## src/rtl/dma_stat_pkg.sv

```systemverilog
package dma_stat_pkg;

    localparam int MAX_CH  = 32;
    localparam int SEL_W   = 5;
    localparam int CTLH_W  = 7;

    // Control word bit positions.
    localparam int B_EN    = 0;
    localparam int B_CLR   = 1;
    localparam int B_SWEN  = 2;
    localparam int B_BMASK = 3;
    localparam int B_HMASK = 4;
    localparam int B_BCAUS = 5;
    localparam int B_HCAUS = 6;

    // Status codes, as software sees them.
    localparam logic [1:0] CODE_IDLE = 2'b10;
    localparam logic [1:0] CODE_PEND = 2'b01;
    localparam logic [1:0] CODE_ACT  = 2'b11;

    typedef enum logic [1:0] {
        ST_IDLE    = 2'd0,
        ST_PENDING = 2'd1,
        ST_ACTIVE  = 2'd2
    } chan_state_e;

    typedef enum logic [2:0] {
        REG_NONE,
        REG_CTLH,
        REG_STA_LO,
        REG_STA_HI,
        REG_IRQ,
        REG_POLL,
        REG_START_A,
        REG_START_B
    } reg_kind_e;

endpackage

```

## src/rtl/dma_reg_decode.sv

```systemverilog
module dma_reg_decode
    import dma_stat_pkg::*;
#(
    parameter int ADDR_W = 8,
    parameter int NUM_CH = 32
) (
    input  logic [ADDR_W-1:0] addr,
    output reg_kind_e         kind,
    output logic [SEL_W-1:0]  ch
);
    localparam int WORD_W = ADDR_W - 2;

    logic              aligned;
    logic [WORD_W-1:0] word;

    assign aligned = (addr[1:0] == 2'b00);
    assign word    = addr[ADDR_W-1:2];

    always_comb begin
        kind = REG_NONE;
        ch   = word[SEL_W-1:0];
        if (aligned) begin
            if (word < WORD_W'(MAX_CH)) begin
                if (word < WORD_W'(NUM_CH)) kind = REG_CTLH;
            end else begin
                case (word)
                    WORD_W'(MAX_CH + 0): kind = REG_STA_LO;
                    WORD_W'(MAX_CH + 1): kind = REG_STA_HI;
                    WORD_W'(MAX_CH + 2): kind = REG_IRQ;
                    WORD_W'(MAX_CH + 3): kind = REG_POLL;
                    WORD_W'(MAX_CH + 4): kind = REG_START_A;
                    WORD_W'(MAX_CH + 5): kind = REG_START_B;
                    default:             kind = REG_NONE;
                endcase
            end
        end
    end

endmodule

```

## src/rtl/dma_chan_ctl.sv

```systemverilog
module dma_chan_ctl
    import dma_stat_pkg::*;
#(
    parameter bit SWEN_RST = 1'b0
) (
    input  logic              clk,
    input  logic              rst_n,
    input  logic              ctl_wr,
    input  logic [CTLH_W-1:0] ctl_wdata,
    input  logic              sw_kick,
    input  logic              eng_start,
    input  logic              eng_done,
    input  logic              irq_blk,
    input  logic              irq_half,
    output logic [1:0]        stat_code,
    output logic              poll_o,
    output logic [CTLH_W-1:0] ctlh_rd,
    output logic              pend_o,
    output logic              en_o,
    output logic              sum_o
);
    chan_state_e state_q, state_d;
    logic en_q, en_d, swen_q, swen_d, bmask_q, bmask_d, hmask_q, hmask_d;
    logic bcause_q, bcause_d, hcause_q, hcause_d;
    logic unf_q, unf_d, sum_q, sum_d, poll_q;

    // Next-state and field logic.
    always_comb begin
        state_d  = state_q;
        en_d     = en_q;
        unf_d    = unf_q;
        swen_d   = swen_q;
        bmask_d  = bmask_q;
        hmask_d  = hmask_q;
        if (ctl_wr) begin
            swen_d  = ctl_wdata[B_SWEN];
            bmask_d = ctl_wdata[B_BMASK];
            hmask_d = ctl_wdata[B_HMASK];
        end
        if (ctl_wr && ctl_wdata[B_CLR]) begin
            state_d = ST_IDLE;
            en_d    = 1'b0;
            unf_d   = 1'b0;
        end else if (eng_done) begin
            state_d = ST_IDLE;
            en_d    = 1'b0;
            unf_d   = 1'b0;
        end else begin
            unique case (state_q)
                ST_IDLE: begin
                    if (ctl_wr) begin
                        en_d = ctl_wdata[B_EN];
                    end else if (sw_kick && en_q && swen_q) begin
                        state_d = ST_PENDING;
                    end
                end
                ST_PENDING: begin
                    if (eng_start && en_q) begin
                        state_d = ST_ACTIVE;
                        unf_d   = 1'b1;
                    end else if (ctl_wr) begin
                        en_d = ctl_wdata[B_EN];
                        if (!ctl_wdata[B_EN] && !unf_q) state_d = ST_IDLE;
                    end
                end
                ST_ACTIVE: begin
                    if (ctl_wr) begin
                        en_d    = ctl_wdata[B_EN];
                        state_d = ST_PENDING;
                    end
                end
                default: state_d = ST_IDLE;
            endcase
        end
    end

    // Interrupt causes and summary: an event in the same cycle wins over a clear.
    always_comb begin
        bcause_d = bcause_q & ~(ctl_wr & ctl_wdata[B_BCAUS]);
        hcause_d = hcause_q & ~(ctl_wr & ctl_wdata[B_HCAUS]);
        sum_d    = sum_q;
        if (ctl_wr && (ctl_wdata[B_BCAUS] || ctl_wdata[B_HCAUS])) sum_d = 1'b0;
        if (irq_blk && !bmask_q) begin
            bcause_d = 1'b1;
            sum_d    = 1'b1;
        end
        if (irq_half && !hmask_q) begin
            hcause_d = 1'b1;
            sum_d    = 1'b1;
        end
    end

    // State register.
    always_ff @(posedge clk or negedge rst_n) begin
        if (!rst_n) begin
            state_q  <= ST_IDLE;
            en_q     <= 1'b0;
            unf_q    <= 1'b0;
            swen_q   <= SWEN_RST;
            bmask_q  <= 1'b1;
            hmask_q  <= 1'b1;
            bcause_q <= 1'b0;
            hcause_q <= 1'b0;
            sum_q    <= 1'b0;
            poll_q   <= 1'b1;
        end else begin
            state_q  <= state_d;
            en_q     <= en_d;
            unf_q    <= unf_d;
            swen_q   <= swen_d;
            bmask_q  <= bmask_d;
            hmask_q  <= hmask_d;
            bcause_q <= bcause_d;
            hcause_q <= hcause_d;
            sum_q    <= sum_d;
            poll_q   <= (state_d == ST_IDLE);
        end
    end

    // Outputs.
    always_comb begin
        unique case (state_q)
            ST_IDLE:    stat_code = CODE_IDLE;
            ST_PENDING: stat_code = CODE_PEND;
            ST_ACTIVE:  stat_code = CODE_ACT;
            default:    stat_code = 2'b00;
        endcase
        pend_o  = (state_q == ST_PENDING) && en_q;
        en_o    = en_q;
        sum_o   = sum_q;
        poll_o  = poll_q;
        ctlh_rd = {hcause_q, bcause_q, hmask_q, bmask_q, swen_q, 1'b0, en_q};
    end

    assert_clear_idle_R5: assert property (@(posedge clk) disable iff (!rst_n)
        (ctl_wr && ctl_wdata[B_CLR]) |=> (state_q == ST_IDLE && !en_q));

    assert_done_idle_R8: assert property (@(posedge clk) disable iff (!rst_n)
        eng_done |=> (state_q == ST_IDLE && !en_q));

    assert_kick_pends_R4: assert property (@(posedge clk) disable iff (!rst_n)
        (sw_kick && en_q && swen_q && state_q == ST_IDLE && !ctl_wr && !eng_done)
        |=> state_q == ST_PENDING);

    assert_w1c_summary_R6: assert property (@(posedge clk) disable iff (!rst_n)
        (ctl_wr && (ctl_wdata[B_BCAUS] || ctl_wdata[B_HCAUS]) && !irq_blk && !irq_half)
        |=> !sum_q);

    assert_masked_blk_R7: assert property (@(posedge clk) disable iff (!rst_n)
        (irq_blk && bmask_q && !ctl_wr) |=> $stable(bcause_q));

endmodule

```

## src/rtl/dma_status_bank.sv

```systemverilog
module dma_status_bank
    import dma_stat_pkg::*;
#(
    parameter int ADDR_W = 8,
    parameter int NUM_CH = 32
) (
    input  logic              clk,
    input  logic              rst_n,
    input  logic              bus_wr,
    input  logic              bus_rd,
    input  logic [ADDR_W-1:0] bus_addr,
    input  logic [31:0]       bus_wdata,
    output logic [31:0]       bus_rdata,
    input  logic              eng_start_valid,
    input  logic [SEL_W-1:0]  eng_start_ch,
    input  logic              eng_done_valid,
    input  logic [SEL_W-1:0]  eng_done_ch,
    input  logic              eng_irq_valid,
    input  logic              eng_irq_half,
    input  logic [SEL_W-1:0]  eng_irq_ch,
    output logic [NUM_CH-1:0] ch_pending,
    output logic [NUM_CH-1:0] ch_enable,
    output logic              irq_out
);
    localparam int HALF_CH = MAX_CH / 2;

    reg_kind_e          kind;
    logic [SEL_W-1:0]   sel_ch;
    logic [SEL_W-1:0]   start_a_q, start_b_q;
    logic [1:0]         code_w [NUM_CH];
    logic [CTLH_W-1:0]  ctlh_w [NUM_CH];
    logic [NUM_CH-1:0]  poll_w, sum_w;
    logic [31:0]        sta_lo, sta_hi;
    logic               kick_any;

    dma_reg_decode #(.ADDR_W(ADDR_W), .NUM_CH(NUM_CH)) u_decode (
        .addr (bus_addr),
        .kind (kind),
        .ch   (sel_ch)
    );

    assign kick_any = bus_wr && (kind == REG_START_A || kind == REG_START_B);

    always_ff @(posedge clk or negedge rst_n) begin
        if (!rst_n) begin
            start_a_q <= '0;
            start_b_q <= '0;
        end else if (bus_wr) begin
            if (kind == REG_START_A) start_a_q <= bus_wdata[SEL_W-1:0];
            if (kind == REG_START_B) start_b_q <= bus_wdata[SEL_W-1:0];
        end
    end

    for (genvar c = 0; c < NUM_CH; c++) begin : g_ch
        dma_chan_ctl #(.SWEN_RST(c < 2)) u_chan (
            .clk       (clk),
            .rst_n     (rst_n),
            .ctl_wr    (bus_wr && kind == REG_CTLH && sel_ch == SEL_W'(c)),
            .ctl_wdata (bus_wdata[CTLH_W-1:0]),
            .sw_kick   (kick_any && bus_wdata[SEL_W-1:0] == SEL_W'(c)),
            .eng_start (eng_start_valid && eng_start_ch == SEL_W'(c)),
            .eng_done  (eng_done_valid && eng_done_ch == SEL_W'(c)),
            .irq_blk   (eng_irq_valid && !eng_irq_half && eng_irq_ch == SEL_W'(c)),
            .irq_half  (eng_irq_valid && eng_irq_half && eng_irq_ch == SEL_W'(c)),
            .stat_code (code_w[c]),
            .poll_o    (poll_w[c]),
            .ctlh_rd   (ctlh_w[c]),
            .pend_o    (ch_pending[c]),
            .en_o      (ch_enable[c]),
            .sum_o     (sum_w[c])
        );

        if (c < HALF_CH) begin : g_lo
            assign sta_lo[2*c +: 2] = code_w[c];
        end else begin : g_hi
            assign sta_hi[2*(c-HALF_CH) +: 2] = code_w[c];
        end

        assert_poll_mirror_R3: assert property (@(posedge clk) disable iff (!rst_n)
            poll_w[c] == (code_w[c] == CODE_IDLE));
    end

    for (genvar c = NUM_CH; c < MAX_CH; c++) begin : g_pad
        if (c < HALF_CH) begin : g_lo
            assign sta_lo[2*c +: 2] = 2'b00;
        end else begin : g_hi
            assign sta_hi[2*(c-HALF_CH) +: 2] = 2'b00;
        end
    end

    assign irq_out = |sum_w;

    always_comb begin
        bus_rdata = '0;
        if (bus_rd) begin
            unique case (kind)
                REG_CTLH:    bus_rdata = 32'(ctlh_w[sel_ch]);
                REG_STA_LO:  bus_rdata = sta_lo;
                REG_STA_HI:  bus_rdata = sta_hi;
                REG_IRQ:     bus_rdata = 32'(sum_w);
                REG_POLL:    bus_rdata = 32'(poll_w);
                REG_START_A: bus_rdata = 32'(start_a_q);
                REG_START_B: bus_rdata = 32'(start_b_q);
                default:     bus_rdata = '0;
            endcase
        end
    end

endmodule

```

## config.mk

```make
export PLATFORM = sky130hd
export DESIGN_NAME = dma_status_bank
export DESIGN_NICKNAME = d
export VERILOG_FILES = /design/src/rtl/dma_stat_pkg.sv /design/src/rtl/dma_reg_decode.sv /design/src/rtl/dma_chan_ctl.sv /design/src/rtl/dma_status_bank.sv
export SDC_FILE = /design/constraint.sdc
export NUM_CORES = 1
export LEC_CHECK = 0
export ABC_AREA = 1
export ABC_CLOCK_PERIOD_IN_PS = 2700
export BUFFER_PORTS_ARGS = -buffer_cell sky130_fd_sc_hd__buf_2
export CORE_MARGIN = 3
export CORE_UTILIZATION = 40
export CTS_CLUSTER_SIZE = 14
export DETAILED_ROUTE_END_ITERATION = 10
export GPL_TIMING_DRIVEN = 0
export PLACE_DENSITY_LB_ADDON = 0.1
export SYNTH_ARGS = -nofsm -noshare
export SYNTH_HDL_FRONTEND = slang
export SYNTH_HIERARCHICAL = 1
export SYNTH_SLANG_ARGS = --single-unit
```

## constraint.sdc

```tcl
create_clock -name clk -period 2.7 [get_ports clk]
set_input_delay 0.405 -clock clk [delete_from_list [all_inputs] [get_ports clk]]
set_output_delay 0.405 -clock clk [all_outputs]
set_load 0.02 [all_outputs]
```

==> results.py <==
metrics = {
    "run_status": {
        "result_of_the_run": "finished with violations",
        "violations": "negative setup slack",
    },
    "cts": {
        "clk_pin_slew_ns": 0.06,
        "h-tree-depth": 2,
        "number_of_clock_sinks_seen_by_cts": 362,
        "cts-root-buf": "clkbuf_16",
        "tritoncts_clock_tree": "built",
        "cts.path.max_buffers": 3,
        "tritoncts.num_buffers": 47,
        "worstSkewPairLatency_ns": 0.60,
    },
    "grt": {
        "aggregate_global_routing_overflow": 0,
        "grt_first_pass_wirelength_um": 154700,
        "maximum_number_of_pins_on_one_net_before_global_route_repair": 114,
        "grt_antenna_before_repair": 1,
        "grt_pass1_vias": 23960,
        "grtUsageTotal": 0.2963,
    },
    "cells_and_area": {
        "layout_commonest_cell": "nand2_1",
        "top_library_cells_by_usage_in_the_layout_fill_and_taps_aside": "nand2_1, inv_1, nor2_1, buf_4, nand3_1",
        "antenna_cells_inserted": 0,
        "drive_above_1_share": 0.2277,
        "nNetsFinal": 4329,
        "area_growth_syn_to_layout_pct": 19.68,
        "final_area_sq_um": 31810,
    },
    "logic_synthesis": {
        "synth_cell_types": 35,
        "synth.top_cell.area_share": 0.2485,
        "sequential_cell_area_fraction_in_the_yosys_report": 0.3454,
        "synth.cell_area_sq_um": 26580,
        "post_synth_main_area_contributors": "dfrtp_1, nand2_1, dfstp_2",
        "synth_nets": 4103,
        "postSynth.topFlopCell": "dfrtp_1",
        "synth-edff-count": 0,
        "synthCells": 3880,
        "synthDominantAreaCellType": "dfrtp_1",
        "ys_warn_count": 6,
        "postSynth.asyncResetShare": 1.000,
        "synth-seq-cells": 362,
        "synth_area_per_cell_sq_um": 6.851,
    },
    "drt": {
        "drt_first_iter_violations": 2387,
        "viasPerCell": 5.060,
        "routed-via-count": 25300,
        "postRouteAntennaNets": 0,
        "wl_per_cell_um": 21.10,
        "routed_wl_um": 105500,
        "post-route-drc-count": 0,
        "firstDrtPassIters": 6,
    },
    "worst_setup_path": {
        "crit_arrival_ns": 2.37,
        "critPathMostFrequentCell": "buf_6",
        "worst_path_max_delay_cell": "nor3_2",
        "path_depth": 12,
        "setup.worst_path.end_class": "output port",
        "cpLargestDelayFamily": "simple AND/OR/NAND/NOR gates",
        "critical_path_buf_inv_count": 5,
        "path_cells": "buf_6 > nor2_4 > nand3_4 > nor3_4 > inv_2 > nand3_2 > inv_6 > buf_12 > o2bb2ai_1 > nor3_2 > a21oi_4 > buf_6",
        "crit_path_max_incr_delay_ns": 0.31,
        "path_class": "input port to output port",
        "start_kind": "input port",
        "worst-endpoint-required_ns": 2.30,
        "critical_path.max_fanout": 10,
        "worst-r2r-cell-count": 7,
        "worst-r2r-setup-slack_ns": 1.22,
    },
    "timing": {
        "slew-limit-headroom": 0.1216,
        "finalSetupTns_ns": -0.6009,
        "finalWorstSetupSlack_ns": -0.07711,
        "clock-skew-final_ns": 0.01561,
        "worstMarginPinSlew_ns": 1.318,
        "layout_worst_path_cycle_share": 1.029,
        "achievable-frequency_mhz": 360.1,
        "final-setup-viol-count": 21,
        "report.final.hold_viol_count": 0,
        "rsz0062_at_grt": "true",
        "final.min_clock_period_ns": 2.777,
        "finalMaxSlewViolations": 0,
    },
    "floorplan": {
        "floorplan.die.width_um": 263.8,
        "pin_count": 160,
        "design.core.area_sq_um": 65050,
        "floorplan.rows": 93,
        "effective_utilization_at_floorplan": 0.4087,
        "floorplan.die.height_um": 263.8,
        "die_area_sq_um": 69590,
    },
    "placement": {
        "routabilityCongestion": 0.9801,
        "place.port_buffers": 133,
        "dp_hpwl_um": 78870,
        "placed_area_sq_um": 28410,
    },
    "run": {
        "max-cap-violations": 0,
    },
    "worst_hold_path": {
        "hold_path_class": "input port to async pin",
    },
    "power_and_ir_drop": {
        "irDropWorstVdd_mv": 0.3709,
        "power_density_nw_per_um2": 485.1,
        "power_consumption_mw": 15.43,
        "leakage_power_nw": 17.21,
    },
}
through the flow:
stage,std cells,hold WS (ns),utilization,worst slack [ns]
global placement,4868,0.4551,0.4354,-6.641
CTS,4980,0.2481,0.4803,-0.1466
detailed placement,4871,0.3319,0.4368,-1.403
floorplan,3880,0.1094,-,0.1490
finish,5000,0.2986,0.4891,-0.07711
global route,5000,0.3349,0.4891,-0.1131
worst reg2reg max path, cell delays in order (launching register included):
cell,delay (ns)
dfrtp_1,0.42
inv_1,0.09
ha_1,0.22
nand2_1,0.07
inv_1,0.06
nand2_1,0.14
nand2_1,0.08
o21bai_1,0.29
power breakdown:
group	switching [mW]	leakage, nW	total [mW]	internal [mW]
clock	2.66	0.771	6.46	3.80
combinational	1.65	12.1	2.63	0.980
sequential	0.430	4.36	6.34	5.91
total	4.74	17.2	15.4	10.7
routing by layer:
metal,part of all wire,GRT usage
met1,0.43,0.4006
met5,0,0
met4,0.041,0.1110
met3,0.075,0.04489
met2,0.46,0.4800
registers in the layout, summed over array words and instances (netlist names):
name                  flops
g_ch.u_chan/state_q      64
g_ch.u_chan/poll_o       32
g_ch.u_chan/swen_q       32
g_ch.u_chan/unf_q        32
g_ch.u_chan/bmask_q      32
g_ch.u_chan/hmask_q      32
start_a_q                 5
g_ch.u_chan/hcause_q     32
start_b_q                 5
g_ch.u_chan/sum_o        32
g_ch.u_chan/bcause_q     32
g_ch.u_chan/en_o         32
path summary, 6_finish.rpt:
path,startpoint,endpoint
worst min register to register,g_ch[19].u_chan/bcause_q,g_ch[19].u_chan/bcause_q
max in group asynchronous,rst_n,g_ch[14].u_chan/en_o
worst max register to register,g_ch[10].u_chan/state_q[1],g_ch[10].u_chan/poll_o
worst min-delay path,rst_n,g_ch[20].u_chan/hcause_q
min in group clk,eng_irq_valid,g_ch[4].u_chan/bcause_q
worst max-delay path,bus_addr[1],bus_rdata[4]
cell families after synthesis:
family,share of synthesized area
AOI/OAI and AO/OA,0.09268
buffers and inverters,0.1615
DFF,0.3454
adders and majority gates,0.07531
and+or+nand+nor,0.3206
other,0.004519
synth_stat cells (5+ instances only):
master / instances
buf_4: 236
o21ai_0: 145
nand3_1: 259
o2bb2ai_1: 5
a221oi_1: 26
or2_2: 32
buf_2: 27
nor2_1: 307
conb_1: 32
dfrtp_1: 264
nor2_2: 66
nand4_1: 39
inv_1: 496
nor3_1: 26
a21boi_0: 32
nand2_1: 1338
buf_6: 34
a31oi_1: 32
dfstp_2: 98
o21bai_1: 32
ha_1: 160
a21oi_1: 86
o21ai_1: 35
buf_1: 8
inv_2: 5
o22ai_1: 26
clkbuf_1: 24
repair_timing:
action,4_1_cts,5_1_grt
resized for setup,261,125
endpoints found under the hold margin,35,0
hold buffers,1,0
setup endpoints to repair,384,196
setup buffers,19,20
pin swaps,22,45
cloned,1,1
layout make-up:
class	instances	area (sq um)
fill	6574	33230
inverter	502	1902
clock buffer	72	1411
buffer	328	2729
sequential	362	9224
tap	855	1070
multi-input combinational	2687	14010
timing repair buffer	178	1314
clock inverter	16	157.7
Note: power is estimated with default switching activity, not from simulation.
